### config.mk
export PLATFORM = sky130hd
export DESIGN_NAME = scaled_sys_counter
export DESIGN_NICKNAME = d
export VERILOG_FILES = /design/src/rtl/ssc_pkg.sv /design/src/rtl/ssc_regs.sv /design/src/rtl/ssc_core.sv /design/src/rtl/scaled_sys_counter.sv
export SDC_FILE = /design/constraint.sdc
export NUM_CORES = 1
export LEC_CHECK = 0
export BUFFER_PORTS_ARGS = -buffer_cell sky130_fd_sc_hd__buf_2
export CORE_MARGIN = 4
export CORE_UTILIZATION = 35
export DETAILED_ROUTE_END_ITERATION = 8
export PLACE_DENSITY = 0.62
export SYNTH_ARGS = -nofsm -noshare
export SYNTH_HDL_FRONTEND = slang
export SYNTH_SLANG_ARGS = --single-unit
### constraint.sdc
create_clock -name clk_i -period 12 [get_ports clk_i]
set_input_delay 0.6 -clock clk_i [delete_from_list [all_inputs] [get_ports clk_i]]
set_output_delay 0.6 -clock clk_i [all_outputs]
set_load 0.05 [all_outputs]
### src/rtl/ssc_pkg.sv
package ssc_pkg;
  typedef enum logic [2:0] {
    SEL_CTRL,
    SEL_STAT,
    SEL_CLO,
    SEL_CHI,
    SEL_SCALE,
    SEL_NONE
  } reg_sel_e;

  localparam int unsigned OFF_CTRL  = 'h00;
  localparam int unsigned OFF_STAT  = 'h04;
  localparam int unsigned OFF_CLO   = 'h08;
  localparam int unsigned OFF_CHI   = 'h0C;
  localparam int unsigned OFF_SCALE = 'h10;

  localparam int unsigned CTRL_EN_BIT = 0;
  localparam int unsigned CTRL_SC_BIT = 2;
endpackage

### src/rtl/ssc_regs.sv
module ssc_regs
  import ssc_pkg::*;
#(
  parameter int unsigned DATA_W = 32,
  parameter int unsigned ADDR_W = 5,
  parameter int unsigned CNT_W  = 64,
  parameter int unsigned FRAC_W = 24
) (
  input  logic              clk_i,
  input  logic              rst_ni,
  input  logic              req_i,
  input  logic              we_i,
  input  logic [ADDR_W-1:0] addr_i,
  input  logic [DATA_W-1:0] wdata_i,
  input  logic [CNT_W-1:0]  count_i,
  output logic              en_o,
  output logic              scale_en_o,
  output logic [DATA_W-1:0] scale_o,
  output logic [CNT_W/DATA_W-1:0] cnt_wr_o,
  output logic [DATA_W-1:0] rdata_o
);
  localparam int unsigned NWORDS = CNT_W / DATA_W;
  localparam logic [DATA_W-1:0] SCALE_ONE = DATA_W'(1) << FRAC_W;

  reg_sel_e          sel;
  logic              wr, rd;
  logic              en_q, sc_q;
  logic [DATA_W-1:0] scale_q;

  always_comb begin
    unique case (addr_i)
      ADDR_W'(OFF_CTRL):  sel = SEL_CTRL;
      ADDR_W'(OFF_STAT):  sel = SEL_STAT;
      ADDR_W'(OFF_CLO):   sel = SEL_CLO;
      ADDR_W'(OFF_CHI):   sel = SEL_CHI;
      ADDR_W'(OFF_SCALE): sel = SEL_SCALE;
      default:            sel = SEL_NONE;
    endcase
  end

  assign wr = req_i & we_i;
  assign rd = req_i & ~we_i;

  always_ff @(posedge clk_i or negedge rst_ni) begin
    if (!rst_ni) begin
      en_q    <= 1'b0;
      sc_q    <= 1'b0;
      scale_q <= SCALE_ONE;
    end else if (wr) begin
      if (sel == SEL_CTRL) begin
        en_q <= wdata_i[CTRL_EN_BIT];
        sc_q <= wdata_i[CTRL_SC_BIT];
      end
      if (sel == SEL_SCALE) scale_q <= wdata_i;
    end
  end

  always_comb begin
    cnt_wr_o = '0;
    if (wr && sel == SEL_CLO) cnt_wr_o[0] = 1'b1;
    if (wr && sel == SEL_CHI) cnt_wr_o[NWORDS-1] = 1'b1;
  end

  always_comb begin
    rdata_o = '0;
    if (rd) begin
      unique case (sel)
        SEL_CTRL: begin
          rdata_o[CTRL_EN_BIT] = en_q;
          rdata_o[CTRL_SC_BIT] = sc_q;
        end
        SEL_STAT:  rdata_o[0] = ~en_q;
        SEL_CLO:   rdata_o = count_i[DATA_W-1:0];
        SEL_CHI:   rdata_o = count_i[CNT_W-1 -: DATA_W];
        SEL_SCALE: rdata_o = scale_q;
        default:   rdata_o = '0;
      endcase
    end
  end

  assign en_o       = en_q;
  assign scale_en_o = sc_q;
  assign scale_o    = scale_q;

  p_undef_rd_zero_r8: assert property (@(posedge clk_i) disable iff (!rst_ni)
    (rd && sel == SEL_NONE) |-> rdata_o == '0);
  p_undef_wr_ignored_r8: assert property (@(posedge clk_i) disable iff (!rst_ni)
    (wr && sel == SEL_NONE) |=> ($stable(en_q) && $stable(sc_q) && $stable(scale_q)));
  p_status_halted_r7: assert property (@(posedge clk_i) disable iff (!rst_ni)
    (rd && sel == SEL_STAT) |-> (rdata_o[0] == !en_o && rdata_o[DATA_W-1:1] == '0));
endmodule

### src/rtl/ssc_core.sv
module ssc_core #(
  parameter int unsigned CNT_W  = 64,
  parameter int unsigned DATA_W = 32,
  parameter int unsigned FRAC_W = 24
) (
  input  logic                    clk_i,
  input  logic                    rst_ni,
  input  logic                    tick_i,
  input  logic                    en_i,
  input  logic                    scale_en_i,
  input  logic [DATA_W-1:0]       scale_i,
  input  logic [CNT_W/DATA_W-1:0] cnt_wr_i,
  input  logic [DATA_W-1:0]       wdata_i,
  output logic [CNT_W-1:0]        count_o
);
  localparam int unsigned NWORDS = CNT_W / DATA_W;
  localparam int unsigned INT_W  = DATA_W - FRAC_W;

  logic [CNT_W-1:0]  count_q, count_d, base;
  logic [FRAC_W-1:0] frac_q, frac_d;
  logic [FRAC_W:0]   frac_sum;
  logic [CNT_W-1:0]  step;
  logic              any_wr, advance;

  assign any_wr   = |cnt_wr_i;
  assign advance  = en_i & tick_i & ~any_wr;
  assign frac_sum = {1'b0, frac_q} + {1'b0, scale_i[FRAC_W-1:0]};

  always_comb begin
    if (scale_en_i)
      step = CNT_W'(scale_i[DATA_W-1 -: INT_W]) + CNT_W'(frac_sum[FRAC_W]);
    else
      step = CNT_W'(1);
  end

  assign base = advance ? count_q + step : count_q;

  for (genvar w = 0; w < NWORDS; w++) begin : g_word
    assign count_d[w*DATA_W +: DATA_W] = cnt_wr_i[w] ? wdata_i : base[w*DATA_W +: DATA_W];
  end

  always_comb begin
    frac_d = frac_q;
    if (any_wr) frac_d = '0;
    else if (advance && scale_en_i) frac_d = frac_sum[FRAC_W-1:0];
  end

  always_ff @(posedge clk_i or negedge rst_ni) begin
    if (!rst_ni) begin
      count_q <= '0;
      frac_q  <= '0;
    end else begin
      count_q <= count_d;
      frac_q  <= frac_d;
    end
  end

  assign count_o = count_q;

  p_halt_hold_r2: assert property (@(posedge clk_i) disable iff (!rst_ni)
    (!en_i && !any_wr) |=> $stable(count_o));
  p_unit_step_r3: assert property (@(posedge clk_i) disable iff (!rst_ni)
    (en_i && !scale_en_i && tick_i && !any_wr) |=> count_o == $past(count_o) + CNT_W'(1));
  p_frac_clear_r6: assert property (@(posedge clk_i) disable iff (!rst_ni)
    any_wr |=> frac_q == '0);
  p_sub_unit_step_r5: assert property (@(posedge clk_i) disable iff (!rst_ni)
    (en_i && scale_en_i && tick_i && !any_wr && scale_i[DATA_W-1 -: INT_W] == '0)
    |=> (count_o - $past(count_o)) <= CNT_W'(1));
endmodule

### src/rtl/scaled_sys_counter.sv
module scaled_sys_counter #(
  parameter int unsigned DATA_W = 32,
  parameter int unsigned ADDR_W = 5,
  parameter int unsigned CNT_W  = 64,
  parameter int unsigned FRAC_W = 24
) (
  input  logic              clk_i,
  input  logic              rst_ni,
  input  logic              req_i,
  input  logic              we_i,
  input  logic [ADDR_W-1:0] addr_i,
  input  logic [DATA_W-1:0] wdata_i,
  output logic [DATA_W-1:0] rdata_o,
  input  logic              tick_i,
  output logic [CNT_W-1:0]  count_o
);
  localparam int unsigned NWORDS = CNT_W / DATA_W;

  logic              en, scale_en;
  logic [DATA_W-1:0] scale;
  logic [NWORDS-1:0] cnt_wr;

  ssc_regs #(
    .DATA_W(DATA_W), .ADDR_W(ADDR_W), .CNT_W(CNT_W), .FRAC_W(FRAC_W)
  ) u_regs (
    .clk_i      (clk_i),
    .rst_ni     (rst_ni),
    .req_i      (req_i),
    .we_i       (we_i),
    .addr_i     (addr_i),
    .wdata_i    (wdata_i),
    .count_i    (count_o),
    .en_o       (en),
    .scale_en_o (scale_en),
    .scale_o    (scale),
    .cnt_wr_o   (cnt_wr),
    .rdata_o    (rdata_o)
  );

  ssc_core #(
    .CNT_W(CNT_W), .DATA_W(DATA_W), .FRAC_W(FRAC_W)
  ) u_core (
    .clk_i      (clk_i),
    .rst_ni     (rst_ni),
    .tick_i     (tick_i),
    .en_i       (en),
    .scale_en_i (scale_en),
    .scale_i    (scale),
    .cnt_wr_i   (cnt_wr),
    .wdata_i    (wdata_i),
    .count_o    (count_o)
  );

  initial begin
    assert (CNT_W == 2 * DATA_W) else $error("count must span two data words");
    assert (FRAC_W < DATA_W) else $error("fraction must leave integer bits");
  end
endmodule

; Word-level counts from Yosys, hierarchy flattened
; Cells that the tools add are included.
; W data, S select, Z words.
[totals]
inputBits = 42
wordCells = 49
latchBits = 0
n_memories = 0
register_bits = 122
mem_bits_rw = 0
out_inout_bits = 96
romBits = 0
[classes]
n_reduce_logical = 11
n_shift = 0
n_addsub = 3
n_mul = 0
n_mux = 14
div = 0
eq_ne = 8
bitwise_logic = 7
magnitude_cmp = 0
[op_table]
columns = op, n
row1 = $mux W64, 2
row2 = $mux W32, 3
row3 = $pmux W29 S3, 1
row4 = $add A64 B64 Y64, 1
row5 = $mux W24, 2
row6 = $add A24 B24 Y25, 1
row7 = $pmux W3 S5, 1
row8 = $eq A5 B4 Y1 const B, 2
row9 = $add A8 B1 Y9, 1
row10 = $eq A3 B2 Y1 const B, 2
row11 = $reduce_bool A2 Y1, 3
row12 = $eq A5 B3 Y1 const B, 1
row13 = $eq A5 B5 Y1 const B, 1
row14 = $logic_not A5 Y1, 1
row15 = $pmux W1 S5, 1
row16 = $and A1 B1 Y1, 4
row17 = $pmux W1 S4, 1
row18 = $reduce_and A2 Y1, 2
row19 = $eq A3 B1 Y1 const B, 1
row20 = $eq A3 B3 Y1 const B, 1
row21 = $logic_and A1 B1 Y1, 3
row22 = $logic_not A3 Y1, 1
row23 = $not A1 Y1, 3
row24 = $pmux W1 S3, 1
row25 = 2 further kinds, 3

; Longest topological paths before layout
; Gate-level depths: netlist of run 1.
[depth]
word_depth = 11
depth_mapped = 24
ltp_nobuf = 23

; Hierarchy
; Synthesis of run 1 repeated with hierarchy kept, for this count alone.
[hier_totals]
hier_cells = 1020
area_unflattened_um2 = 9004.9
[by_module_without_submodules]
columns = mod, seq_area_each_um2, area_per_inst_um2, n_inst, cells_per_inst
row1 = ssc_core, 2202.1, 6866.6, 1, 845
row2 = ssc_regs, 852.1, 2138.3, 1, 175

; Least setup slack after synthesis of run 1
; No wires, ideal clock.
[synth_path]
path_kind = register to register
from = register u_regs.scale_q[7], in the netlist u_regs.scale_o[7]
to = register u_core.count_q[48], in the netlist u_core.count_o[48]
path_stages_with_launch = 23
arrival_ps = 5124
required_ps = 11841
setup_slack_ps = 6717
path_buffers = 1
period_less_slack_ps = 5283
setup_time_ps = 159
path_cell_list = dfrtp_1 ha_1 nand2_1 or4b_2 o22ai_1 o31ai_1 a221oi_1 o21ai_0 ha_1 ha_1 nand3_1 xnor2_1 and2_1 ha_1 and3_1 nand3_1 a21o_1 a2111oi_2 and2_1 buf_2 a41oi_1 o21ai_0 o311ai_0
[synth_via]
elab_chain_len = 6
[synth_lines]
columns = item, line
row1 = start: declaration, ssc_regs.sv:28  ; logic [DATA_W-1:0] scale_q;
row2 = start signal: assignment, ssc_regs.sv:54  ; if (sel == SEL_SCALE) scale_q <= wdata_i;
row3 = $add A24 B24 Y25, ssc_core.sv:27  ; assign frac_sum = {1'b0, frac_q} + {1'b0, scale_i[FRAC_W-1:0]};
row4 = $add A8 B1 Y9, ssc_core.sv:31  ; step = CNT_W'(scale_i[DATA_W-1 -: INT_W]) + CNT_W'(frac_sum[FRAC_W]);
row5 = $mux W64, ssc_core.sv:30  ; if (scale_en_i)
row6 = $add A64 B64 Y64, ssc_core.sv:36  ; assign base = advance ? count_q + step : count_q;
row7 = $mux W64, ssc_core.sv:36
row8 = $mux W32, ssc_core.sv:39  ; assign count_d[w*DATA_W +: DATA_W] = cnt_wr_i[w] ? wdata_i : base[w*DATA_W +: DATA_W];
row9 = end signal: assignment, ssc_core.sv:53  ; count_q <= count_d;
row10 = end: declaration, ssc_core.sv:19  ; logic [CNT_W-1:0] count_q, count_d, base;
; Every way passes these cells. The select of a mux whose other input is x is not followed.
; A chain may end at the register's enable or synchronous reset.

; Worst setup path in the final report of run 1
[layout_path]
from = register u_regs.scale_q[0], in the netlist u_regs.scale_o[0]
to = register u_core.count_q[27], in the netlist u_core.count_o[27]
; The elaborated chain is that of the path after synthesis.

==> out/qor.csv, run 1 <==
stage;metric;value;unit
status;outcome;completed;
critical_path;Critical Path RT;12.31;ns
timing;Final min period;6.79;ns
global_routing;antenna violations before repair;0;
hold_path;Worst Hold Class;input pin to async pin;
route;Antenna Nets Post-Route;0;
timing;Rel. slew slack;27.6;%
global_routing;All-Layer GR Usage;22.7;%
pwr;Comb pwr share;29.8;%
cells_and_area;most common cell after layout, fill and taps aside;buf_2;
clock_network;Num CTS Buffers;17;
cells_and_area;layout cells sized above 1;24.5;%
cells_and_area;Area growth, synth to finish;19.1;%
logic_synthesis;number of synthesized register bits;122;
pwr;VDD IR max;0.0762;mV
cells_and_area;ant diodes;0;
clock_network;H-tree depth;4;
die;Initial Util;35.6;%
critical_path;critical path class;flip-flop to flip-flop;
clock_network;root buffer cell;clkbuf_16;
route;vias;8363;
cells_and_area;most frequent cells in the layout;buf_2, dfrtp_1, nand2_1, o21ai_0, nor2_1;
route;routed length per instance;21.4;um
logic_synthesis;synth unique cells;62;
cells_and_area;Util after Layout;42.4;%
clock_network;worst skew pair latency;0.42;ns
timing;Slew @ Worst Pin;1.08;ns
critical_path;CP Launch Type;flip-flop;
logic_synthesis;sequential-to-total area share from yosys stat;36.4;%
logic_synthesis;mapped cell area;0.00838;mm2
route;vias per cell;5.97;
timing;Max Fclk;147;MHz
timing;Period Utilization, post-route;56.6;%
logic_synthesis;number of synthesized flops with an enable pin;0;
die;Std-Cell Core Area;0.0235;mm2
logic_synthesis;ys async rst share;100;%
critical_path;Worst Path Max Fanout;12;
timing;Final TNS setup;0;ns
timing;Fin. Hold Viols;0;
timing;RSZ-0062 raised after global routing;false;
pwr;PwrDens;158;mW/mm2
logic_synthesis;Mapped Avg Cell Area;8.80;um2
timing;max-slew violation count;0;
flow_run;max_cap viols;0;
die;io pins;138;
global_routing;global-route wire length before repair;47.2;mm
timing;final setup vio count;0;
clock_network;CTS sink count;122;
pwr;Leakage;0.00463;uW
placed_design;Final GP Congestion;0.844;
pwr;Clock Power Share;33.5;%
critical_path;Worst setup EP type;flip-flop;
placed_design;DP HPWL;21.1;mm
pwr;Sw Pwr;614;uW
placed_design;PortBufs;137;
route;1st-iter DRT viols;732;
clock_network;maximum clock insertion buffer count;2;
logic_synthesis;Synth Instances;953;
die;chip height;163;um
timing;skew final;0.00807;ns
die;die area;0.0265;mm2
route;drt first pass iters;7;
clock_network;CTS tree;built;
global_routing;vias in the first global route;8240;
pwr;sw frac;38.9;%
clock_network;Worst-path clk slew;0.06;ns
route;DRC;0;
global_routing;largest net degree at the start of global routing;80;
clock_network;hold_buf cts;0;
pwr;Internal;963;uW
critical_path;Arr. time, crit path;7.10;ns
logic_synthesis;syn nets;1032;
die;chip width;163;um
clock_network;Post-CTS Setup Inserts;0;
logic_synthesis;Post-synth top flop;dfrtp_1;
route;final WL;30.1;mm
die;row cnt;56;
pwr;register share of total power;36.7;%
clock_network;Post-CTS Resized;0;
logic_synthesis;Yosys warning total;0;
global_routing;global route overflow;0;
cells_and_area;nets@finish;1149;
==> Yosys cell counts (3+ instances only) <==
| cell type | n | area share, % |
|---|---|---|
| nand2_1 | 113 | 5.1 |
| o31ai_1 | 5 | 0.45 |
| o21a_1 | 3 | 0.27 |
| a221oi_1 | 3 | 0.31 |
| a31o_2 | 3 | 0.31 |
| nor4_1 | 4 | 0.30 |
| mux2_2 | 62 | 8.3 |
| a21boi_0 | 3 | 0.27 |
| and4_1 | 4 | 0.42 |
| inv_1 | 20 | 0.90 |
| ha_1 | 35 | 5.2 |
| clkbuf_1 | 46 | 2.1 |
| and3_1 | 20 | 1.5 |
| nor2_1 | 70 | 3.1 |
| a211oi_1 | 9 | 0.81 |
| dfrtp_1 | 121 | 36 |
| a221o_1 | 12 | 1.4 |
| a21oi_1 | 51 | 3.0 |
| nor2b_1 | 5 | 0.37 |
| mux2i_1 | 3 | 0.36 |
| nand3_1 | 42 | 2.5 |
| o311ai_0 | 25 | 2.6 |
| a32oi_1 | 3 | 0.31 |
| and2_1 | 9 | 0.67 |
| nand4_1 | 10 | 0.75 |
| o211ai_1 | 12 | 1.1 |
| a41oi_1 | 3 | 0.31 |
| o21ai_0 | 76 | 4.5 |
| buf_1 | 6 | 0.27 |
| or3_1 | 7 | 0.52 |
| xor2_1 | 16 | 1.7 |
| nor3b_1 | 5 | 0.45 |
| a31oi_1 | 18 | 1.3 |
| xnor2_1 | 14 | 1.5 |
| a22oi_1 | 42 | 3.8 |
| a21o_1 | 21 | 1.9 |
| nor3_1 | 11 | 0.66 |
| nand2b_1 | 11 | 0.82 |
==> cells by family (layout without fill, tap and decap cells) <==
kind of cell    Yosys count  in the layout  synth area share (%)
simple gates            323            323                  18.6
compound gates          303            303                  24.2
flops                   122            122                  36.4
buf+inv                  73            203                  3.28
mux                      65             65                  8.69
fa+ha+maj                37             37                  5.70
xor+xnor                 30             30                  3.13
==> worst max-delay path, stage by stage (launching register included) <==
cell and delay (ns):
dfrtp_1 0.37, ha_1 0.21, inv_1 0.06, fa_1 0.37, nand2b_1 0.19, a21oi_1 0.26, o22ai_1 0.27, o31ai_1 0.36
a221oi_1 0.22, o21ai_0 0.32, ha_1 0.24, nand3_1 0.16, or3_1 0.34, a21boi_0 0.33, ha_1 0.35, a21o_1 0.20
a221oi_1 0.55, nor2_1 0.12, a21oi_1 0.80, nor2_1 0.30, nand2_1 0.31, nor2_1 0.07, a221o_1 0.26
==> final cells by class <==
class / count / area (um2)
clock buffers: 19 / 443
clock inverters: 13 / 150
fillers: 2403 / 13600
inverters: 20 / 75.1
multi-input cells: 758 / 5070
flip-flops and latches: 122 / 3050
well taps: 319 / 399
repair buffers: 151 / 793
==> stage by stage <==
stage	hold WS [ns]	instances	cell area (um2)	total power, uW	setup slack [ns]
final	0.136	1402	9990	1580	5.21
after global routing	0.168	1402	9990	1650	4.86
after CTS	0.145	1402	9990	1580	5.27
after detailed placement	0.508	1370	9400	1050	5.31
after global placement	0.492	1370	9400	1040	5.43
after floorplan	0.304	953	8380	896	6.72
==> final timing paths <==
check	to	cells after the start	slack (ns)	start
worst max-delay path	u_core.count_o[27]	22	5.21	u_regs.scale_o[0]
worst min-delay path	u_core.count_o[22]	1	0.14	rst_ni
worst max register to register	u_core.count_o[27]	22	5.21	u_regs.scale_o[0]
worst min register to register	u_core.frac_q[7]	2	0.52	u_core.frac_q[7]
max in group asynchronous	u_regs.scale_o[4]	2	10.84	rst_ni
min in group clk_i	u_core.count_o[22]	3	0.43	wdata_i[22]
==> sequential cells by signal, indices dropped and copies added, names as in the netlist <==
register	flops
u_core.count_o	64
u_core.frac_q	24
u_regs.en_o	1
u_regs.scale_en_o	1
u_regs.scale_o	32
==> metal layers <==
| metal | GRT usage [%] | share of wire (%) |
|---|---|---|
| met1 | 32.2 | 45 |
| met2 | 35.3 | 45 |
| met3 | 4.48 | 7.8 |
| met4 | 6.67 | 1.8 |
| met5 | 0 | 0 |
==> power groups by stage <==
stage	Clock, uW	Sequential (uW)	Combinational, uW
final	529	579	470
after global routing	553	587	512
after CTS	534	575	470
after detailed placement	0	581	467
after global placement	0	580	462
after floorplan	0	675	221
(Power assumes the default switching activity.)
==> run 2: changes to the inputs <==
ABC_AREA = 1   (was unset)
PLACE_DENSITY = 0.61   (was 0.62)
clock period = 6.45 ns   (was 12 ns; I/O delays follow)
==> run 2 against run 1 <==
  * Final area rose by 23%
  * First-iteration DRC count up 40%
  * Utilization fell by 1.4 points
  * Sequential share of layout area shrank 5.6 points
  * Worst hold slack got worse by 0.0033 ns
  * Sequential cell count stayed put
  * Clock-buffer cell count is 5 higher
  * Synthesized cell count is 84% higher
  * Critical path depth grew 6
  * Critical path type unchanged
  * Largest power group is now combinational logic
  * Highest routed layer unchanged
==> out/qor.csv, run 2 <==
stage;metric;value;unit;change
clock_network;Post-CTS Setup Inserts;0;;unchanged
critical_path;Crit path largest cell delay;0.38;ns;-0.42 ns
critical_path;Worst setup EP type;flip-flop;;
logic_synthesis;synth unique cells;41;;-34%
global_routing;largest net degree at the start of global routing;65;;-19%
die;io pins;138;;unchanged
die;chip width;182;um;+12%
logic_synthesis;most common cell in the netlist;nand2_1;;
hold_path;Worst Hold Class;input pin to flip-flop;;
clock_network;CTS sink count;122;;unchanged
placed_design;worst slack at placement;1.62;ns;-3.69 ns
global_routing;All-Layer GR Usage;26.4;%;+3.7 points
critical_path;Critical Path RT;6.75;ns;-5.56 ns
critical_path;worst r2r dst;u_core.count_o[26];;
logic_synthesis;Area contributors post-synth;dfrtp_1, nand2_1, inv_1, nand3_1, nor2_1;;
placed_design;PortBufs;137;;unchanged
pwr;VDD IR max;0.182;mV;+140%
logic_synthesis;ys async rst share;100;%;unchanged
pwr;Leakage;0.00673;uW;+45%
critical_path;worst reg2reg path startpoint;u_regs.scale_o[0];;
clock_network;maximum clock insertion buffer count;2;;unchanged
critical_path;critical path class;flip-flop to flip-flop;;
clock_network;worst skew pair latency;0.43;ns;about the same
clock_network;Num CTS Buffers;17;;unchanged
global_routing;global route overflow;0;;unchanged
timing;Period Utilization, post-route;75.1;%;+19 points
critical_path;FF-to-FF setup slack;1.61;ns;-3.60 ns
timing;RSZ-0062 raised after global routing;false;;
logic_synthesis;top-area cell type share of the netlist area;28.5;%;-7.6 points
critical_path;slowest stage cell, crit path;fa_1;;
critical_path;Worst Path Max Fanout;6;;-6
route;routed length per instance;19.4;um;-9.5%
logic_synthesis;mapped cell area;0.0106;mm2;+27%
logic_synthesis;sequential-to-total area share from yosys stat;28.7;%;-7.7 points
die;chip height;182;um;+12%
logic_synthesis;Mapped Avg Cell Area;6.06;um2;-31%
logic_synthesis;syn nets;1832;;+78%
die;Std-Cell Core Area;0.0298;mm2;+27%
logic_synthesis;Yosys warning total;0;;unchanged
route;vias per cell;5.25;;-12%
route;1st-iter DRT viols;1023;;+40%
route;final WL;44.2;mm;+47%
global_routing;global-route wire length before repair;67.7;mm;+43%
timing;Rel. slew slack;30.1;%;+2.5 points
status;outcome;completed;;
route;DRC;0;;unchanged
route;Antenna Nets Post-Route;0;;unchanged
timing;Final TNS setup;0;ns;unchanged
placed_design;DP HPWL;34.0;mm;+61%
clock_network;root buffer cell;clkbuf_16;;
critical_path;Arr. time, crit path;5.15;ns;-1.95 ns
cells_and_area;Area growth, synth to finish;15.2;%;
clock_network;Post-CTS Resized;0;;unchanged
timing;Max Fclk;206;MHz;+40%
critical_path;FF-to-FF path depth;28;;+27%
clock_network;CTS tree;built;;
timing;minimum hold slack;0.133;ns;-0.00328 ns
timing;Worst Slack Setup Final;1.61;ns;-3.60 ns
pwr;PwrDens;344;mW/mm2;+120%
logic_synthesis;most frequent cells after synthesis;nand2_1, inv_1, nand3_1;;
logic_synthesis;Post-synth top flop;dfrtp_1;;
cells_and_area;max FFs per register;64;;unchanged
route;drt first pass iters;5;;-2
cells_and_area;ant diodes;0;;unchanged
timing;final setup vio count;0;;unchanged
logic_synthesis;Synth Instances;1753;;+84%
logic_synthesis;number of synthesized flops with an enable pin;0;;unchanged
clock_network;Worst-path clk slew;0.06;ns;about the same
die;row cnt;63;;+13%
critical_path;CP Launch Type;flip-flop;;
flow_run;max_cap viols;0;;unchanged
hold_path;Min-Delay Path Depth;3;;
hold_path;Hold Path Sink;u_core.count_o[31];;
timing;max-slew violation count;0;;unchanged
placed_design;dpl cells;2246;;+64%
timing;Slew @ Worst Pin;1.05;ns;-0.0357 ns
timing;Final min period;4.84;ns;-1.95 ns
clock_network;H-tree depth;4;;unchanged
timing;skew final;0.0123;ns;+0.00427 ns
hold_path;Worst Min Path Start;wdata_i[31];;
global_routing;antenna violations before repair;0;;unchanged
critical_path;CP most frequent cell;nand3_1;;
cells_and_area;most common cell after layout, fill and taps aside;nand2_1;;
logic_synthesis;number of synthesized register bits;122;;unchanged
route;vias;12000;;+43%
clock_network;hold_buf cts;1;;+1
cells_and_area;Non-Filler Instances;2278;;+62%
die;die area;0.0332;mm2;+25%
global_routing;vias in the first global route;11500;;+40%
logic_synthesis;Synth area leader;dfrtp_1;;
timing;Fin. Hold Viols;0;;unchanged
cells_and_area;most frequent cells in the layout;nand2_1, inv_1, nand3_1, nor2_1, buf_2;;
placed_design;Final GP Congestion;1.02;;+21%
die;Initial Util;35.7;%;+0.056 points
cells_and_area;nets@finish;1955;;+70%
cells_and_area;layout cells sized above 1;11.2;%;-13 points
[run 2: routing by layer]
metal | global-route usage, % | up-vias | wire length (um)
li1 | - | 5769 | -
met1 | 33.6 | 5644 | 18500
met2 | 44.9 | 453 | 21000
met3 | 4.56 | 91 | 3020
met4 | 9.85 | 0 | 1710
met5 | 0 | - | 0
[run 2: worst max path at each step]
stage                            from                 end  slack, ns  depth (start not counted)
floorplan           u_regs.scale_o[0]  u_core.count_o[26]       2.39                         28
global placement    u_regs.scale_o[0]  u_core.count_o[26]       1.77                         28
detailed placement  u_regs.scale_o[0]  u_core.count_o[42]       1.62                         29
CTS                 u_regs.scale_o[0]  u_core.count_o[26]       1.61                         28
global route        u_regs.scale_o[0]  u_core.count_o[26]       0.91                         28
finish              u_regs.scale_o[0]  u_core.count_o[26]       1.61                         28
[run 2: stage by stage]
stage | utilization [%] | area, um2 | total power (uW)
after detailed placement | 39.1 | 11700 | 3220
final | 41.1 | 12200 | 4220
after global placement | 39.1 | 11700 | 3210
after global routing | 41.1 | 12200 | 4420
after CTS | 41.1 | 12200 | 4200
after floorplan | - | 10600 | 2570
[run 2: kinds of logic after synthesis]
| logic type | synth area share, % |
|---|---|
| AO/OA/AOI/OAI | 8.45 |
| XOR/XNOR | 1.65 |
| adder cells (fa/ha/maj) | 4.50 |
| buffers and inverters | 12.4 |
| flip-flops | 28.7 |
| multiplexers | 2.44 |
| AND/OR/NAND/NOR | 41.8 |
[run 2: report_power, final]
part | leakage, uW | switching [uW] | total, uW | internal, uW
logic | 0.00485 | 1350 | 1800 | 454
clock network | 0.000280 | 384 | 981 | 597
registers | 0.00160 | 450 | 1430 | 980
total | 0.00673 | 2180 | 4220 | 2030
[run 2: worst max-delay path: cells and delay by family (launching register included)]
kind / cells / cell delay [ns]
and+or+nand+nor: 16 / 2.15
adders and majority gates: 5 / 1.32
AOI/OAI and AO/OA: 2 / 0.45
DFF: 1 / 0.37
buffers and inverters: 4 / 0.27
xor gates and xnor gates: 1 / 0.16
[run 2: cell type report]
| type | instances | area (um2) |
|---|---|---|
| clock buffer | 24 | 482 |
| clock inverter | 7 | 91.3 |
| fill | 3290 | 17600 |
| inverter | 301 | 1130 |
| multi-input combinational | 1292 | 6260 |
| sequential | 122 | 3050 |
| tap | 390 | 488 |
| timing repair buffer | 142 | 732 |
==> run 3: changes to the inputs <==
PLACE_DENSITY = 0.63   (was 0.61)
clock period = 4.1 ns   (was 6.45 ns; I/O delays follow)
==> run 3 against run 2 <==
  * Global-route usage is 1.4 points higher
  * Clock skew hardly changed
  * Sequential share of layout area is 3.0 points lower
  * Critical endpoint is now u_core.count_o[15]
  * Largest power group unchanged
==> out/qor.csv, run 3 (same netlist as run 2, synthesis figures left out) <==
stage;metric;value;unit;change
die;die area;0.0332;mm2;unchanged
global_routing;antenna violations before repair;0;;unchanged
die;row cnt;63;;unchanged
cells_and_area;most common cell after layout, fill and taps aside;nand2_1;;
timing;RSZ-0062 raised after global routing;true;;
critical_path;Critical Path RT;4.42;ns;-2.33 ns
die;chip height;182;um;unchanged
clock_network;Worst-path clk slew;0.06;ns;about the same
hold_path;Worst Min Path Start;wdata_i[18];;
timing;Max Fclk;246;MHz;+19%
cells_and_area;layout cells sized above 1;23.9;%;+13 points
clock_network;maximum clock insertion buffer count;2;;unchanged
pwr;VDD IR max;0.319;mV;+75%
flow_run;max_cap viols;0;;unchanged
hold_path;Min-Delay Path Depth;3;;unchanged
route;final WL;47.2;mm;+6.9%
die;chip width;182;um;unchanged
pwr;register share of total power;32.3;%;-1.6 points
timing;Fin. Hold Viols;0;;unchanged
route;Antenna Nets Post-Route;0;;unchanged
global_routing;All-Layer GR Usage;27.8;%;+1.4 points
critical_path;worst reg2reg path startpoint;u_core.frac_q[0];;
route;1st-iter DRT viols;1228;;+20%
critical_path;Worst setup EP type;flip-flop;;
pwr;Clock Power Share;23.4;%;about the same
critical_path;Arr. time, crit path;4.38;ns;-0.77 ns
pwr;PwrDens;506;mW/mm2;+47%
placed_design;worst slack at placement;-0.179;ns;-1.80 ns
timing;skew final;0.0120;ns;-0.000375 ns
clock_network;CTS sink count;122;;unchanged
critical_path;CP Launch Type;flip-flop;;
critical_path;critical path class;flip-flop to flip-flop;;
global_routing;vias in the first global route;12300;;+6.6%
timing;Rel. slew slack;9.59;%;-20 points
global_routing;global route overflow;0;;unchanged
pwr;Leakage;0.00756;uW;+12%
critical_path;FF-to-FF setup slack;0.04;ns;-1.56 ns
hold_path;Hold Path Sink;u_core.count_o[18];;
status;outcome;completed;;
route;drt first pass iters;5;;unchanged
route;DRC;0;;unchanged
pwr;sw frac;51.7;%;-0.16 points
critical_path;CP most frequent cell;nand2_2;;
critical_path;Crit path largest cell delay;0.36;ns;-0.02 ns
timing;final setup vio count;0;;unchanged
global_routing;largest net degree at the start of global routing;92;;+42%
clock_network;worst skew pair latency;0.44;ns;about the same
die;io pins;138;;unchanged
die;Std-Cell Core Area;0.0298;mm2;unchanged
placed_design;PortBufs;137;;unchanged
cells_and_area;Area growth, synth to finish;30.8;%;
critical_path;FF-to-FF path depth;32;;+14%
die;Initial Util;35.7;%;unchanged
critical_path;Worst Path Max Fanout;8;;+2
timing;Final min period;4.06;ns;-0.787 ns
placed_design;DP HPWL;35.6;mm;+4.4%
clock_network;H-tree depth;4;;unchanged
cells_and_area;max FFs per register;64;;unchanged
route;vias;12600;;+5.2%
timing;Worst Slack Setup Final;0.0420;ns;-1.56 ns
cells_and_area;Fill cells;3131;;-4.8%
hold_path;Worst Hold Class;input pin to flip-flop;;
cells_and_area;most frequent cells in the layout;nand2_1, inv_1, nand3_1, buf_2, nor2_1;;
pwr;Sw Pwr;3630;uW;+66%
critical_path;slowest stage cell, crit path;dfrtp_1;;
clock_network;CTS tree;built;;
clock_network;Num CTS Buffers;17;;unchanged
cells_and_area;ant diodes;0;;unchanged
timing;Period Utilization, post-route;99.0;%;+24 points
clock_network;root buffer cell;clkbuf_16;;
critical_path;worst r2r dst;u_core.count_o[15];;
placed_design;Final GP Congestion;1.02;;-0.24%
pwr;total power;7040;uW;+67%
timing;max-slew violation count;0;;unchanged
route;routed length per instance;19.7;um;+1.4%
route;vias per cell;5.24;;-0.11%
pwr;Comb pwr share;44.3;%;+1.5 points
pwr;Internal;3400;uW;+67%
cells_and_area;nets@finish;2076;;+6.2%
timing;Slew @ Worst Pin;1.35;ns;+0.306 ns
global_routing;global-route wire length before repair;70.8;mm;+4.7%
## run 3: changes by cell type in the layout (fill, tap and decap cells not counted), sizes merged
cell / change
clkinvlp: +3
inv: +2
buf: +118
clkbuf: -5
bufinv: +1
dlygate4sd3: +1
nand2: +2
## run 3: what timing repair did
action | 4_1_cts | 5_1_grt
setup buffers | 2 | 13
hold buffers | 2 | 0
pin swaps | 6 | 82
resized for setup | 31 | 178
endpoints found under the setup margin | 54 | 60
endpoints found under the hold margin | 90 | 0
cloned | 0 | 3
## run 3: how the worst max path moves through the flow
stage	slack, ns	from	end
CTS	-0.02	u_regs.scale_o[0]	u_core.count_o[34]
global route	-0.17	u_core.frac_q[0]	u_core.count_o[63]
finish	0.04	u_core.frac_q[0]	u_core.count_o[15]
floorplan	0.04	u_regs.scale_o[0]	u_core.count_o[26]
global placement	-0.09	u_regs.scale_o[0]	u_core.count_o[10]
detailed placement	-0.18	u_regs.scale_o[0]	u_core.count_o[34]
## run 3: power by group through the flow
stage          clock network [uW]  registers, uW  logic, uW
5_1_grt                      1720           2300       3370
4_1_cts                      1660           2220       3000
6_report                     1640           2270       3120
3_3_place_gp                    0           2240       2950
3_5_place_dp                    0           2240       2970
2_1_floorplan                   0           2930       1120
## run 3: final cells by class
class,instances,area [um2],area share [%]
flip-flops and latches,122,3050,22.0
repair buffers,261,1690,12.1
clock buffers,19,443,3.19
multi-input cells,1294,6930,49.8
inverters,301,1140,8.18
well taps,390,488,3.51
clock inverters,13,169,1.21
## run 3: metrics by stage
step                      util (%)  std cells  TNS, ns  hold WS [ns]  instance area [um2]
after floorplan                  -       1753        0       -0.0906                10600
after global placement        41.7       2348   -0.461         0.364                12400
after detailed placement      41.7       2348    -3.11         0.369                12400
after CTS                     44.2       2384  -0.0281       0.00987                13200
after global routing          46.7       2400    -3.94        0.0241                13900
final                         46.7       2400        0        0.0143                13900
## run 3: worst max-delay path: cells and delay by family, from the launching register on
family                   cells  cell delay (ns)
XOR/XNOR                     1             0.17
AO/OA/AOI/OAI                1             0.07
buffers and inverters        5             0.40
flip-flops                   1             0.36
AND/OR/NAND/NOR             20             1.73
adder cells (fa/ha/maj)      5             1.19
## run 3: per-layer routing
layer  GRT usage [%]  part of all wire [%]
met3            4.25                   6.6
met1            35.3                    42
met4            12.5                   4.5
met2            46.6                    47
met5               0                     0
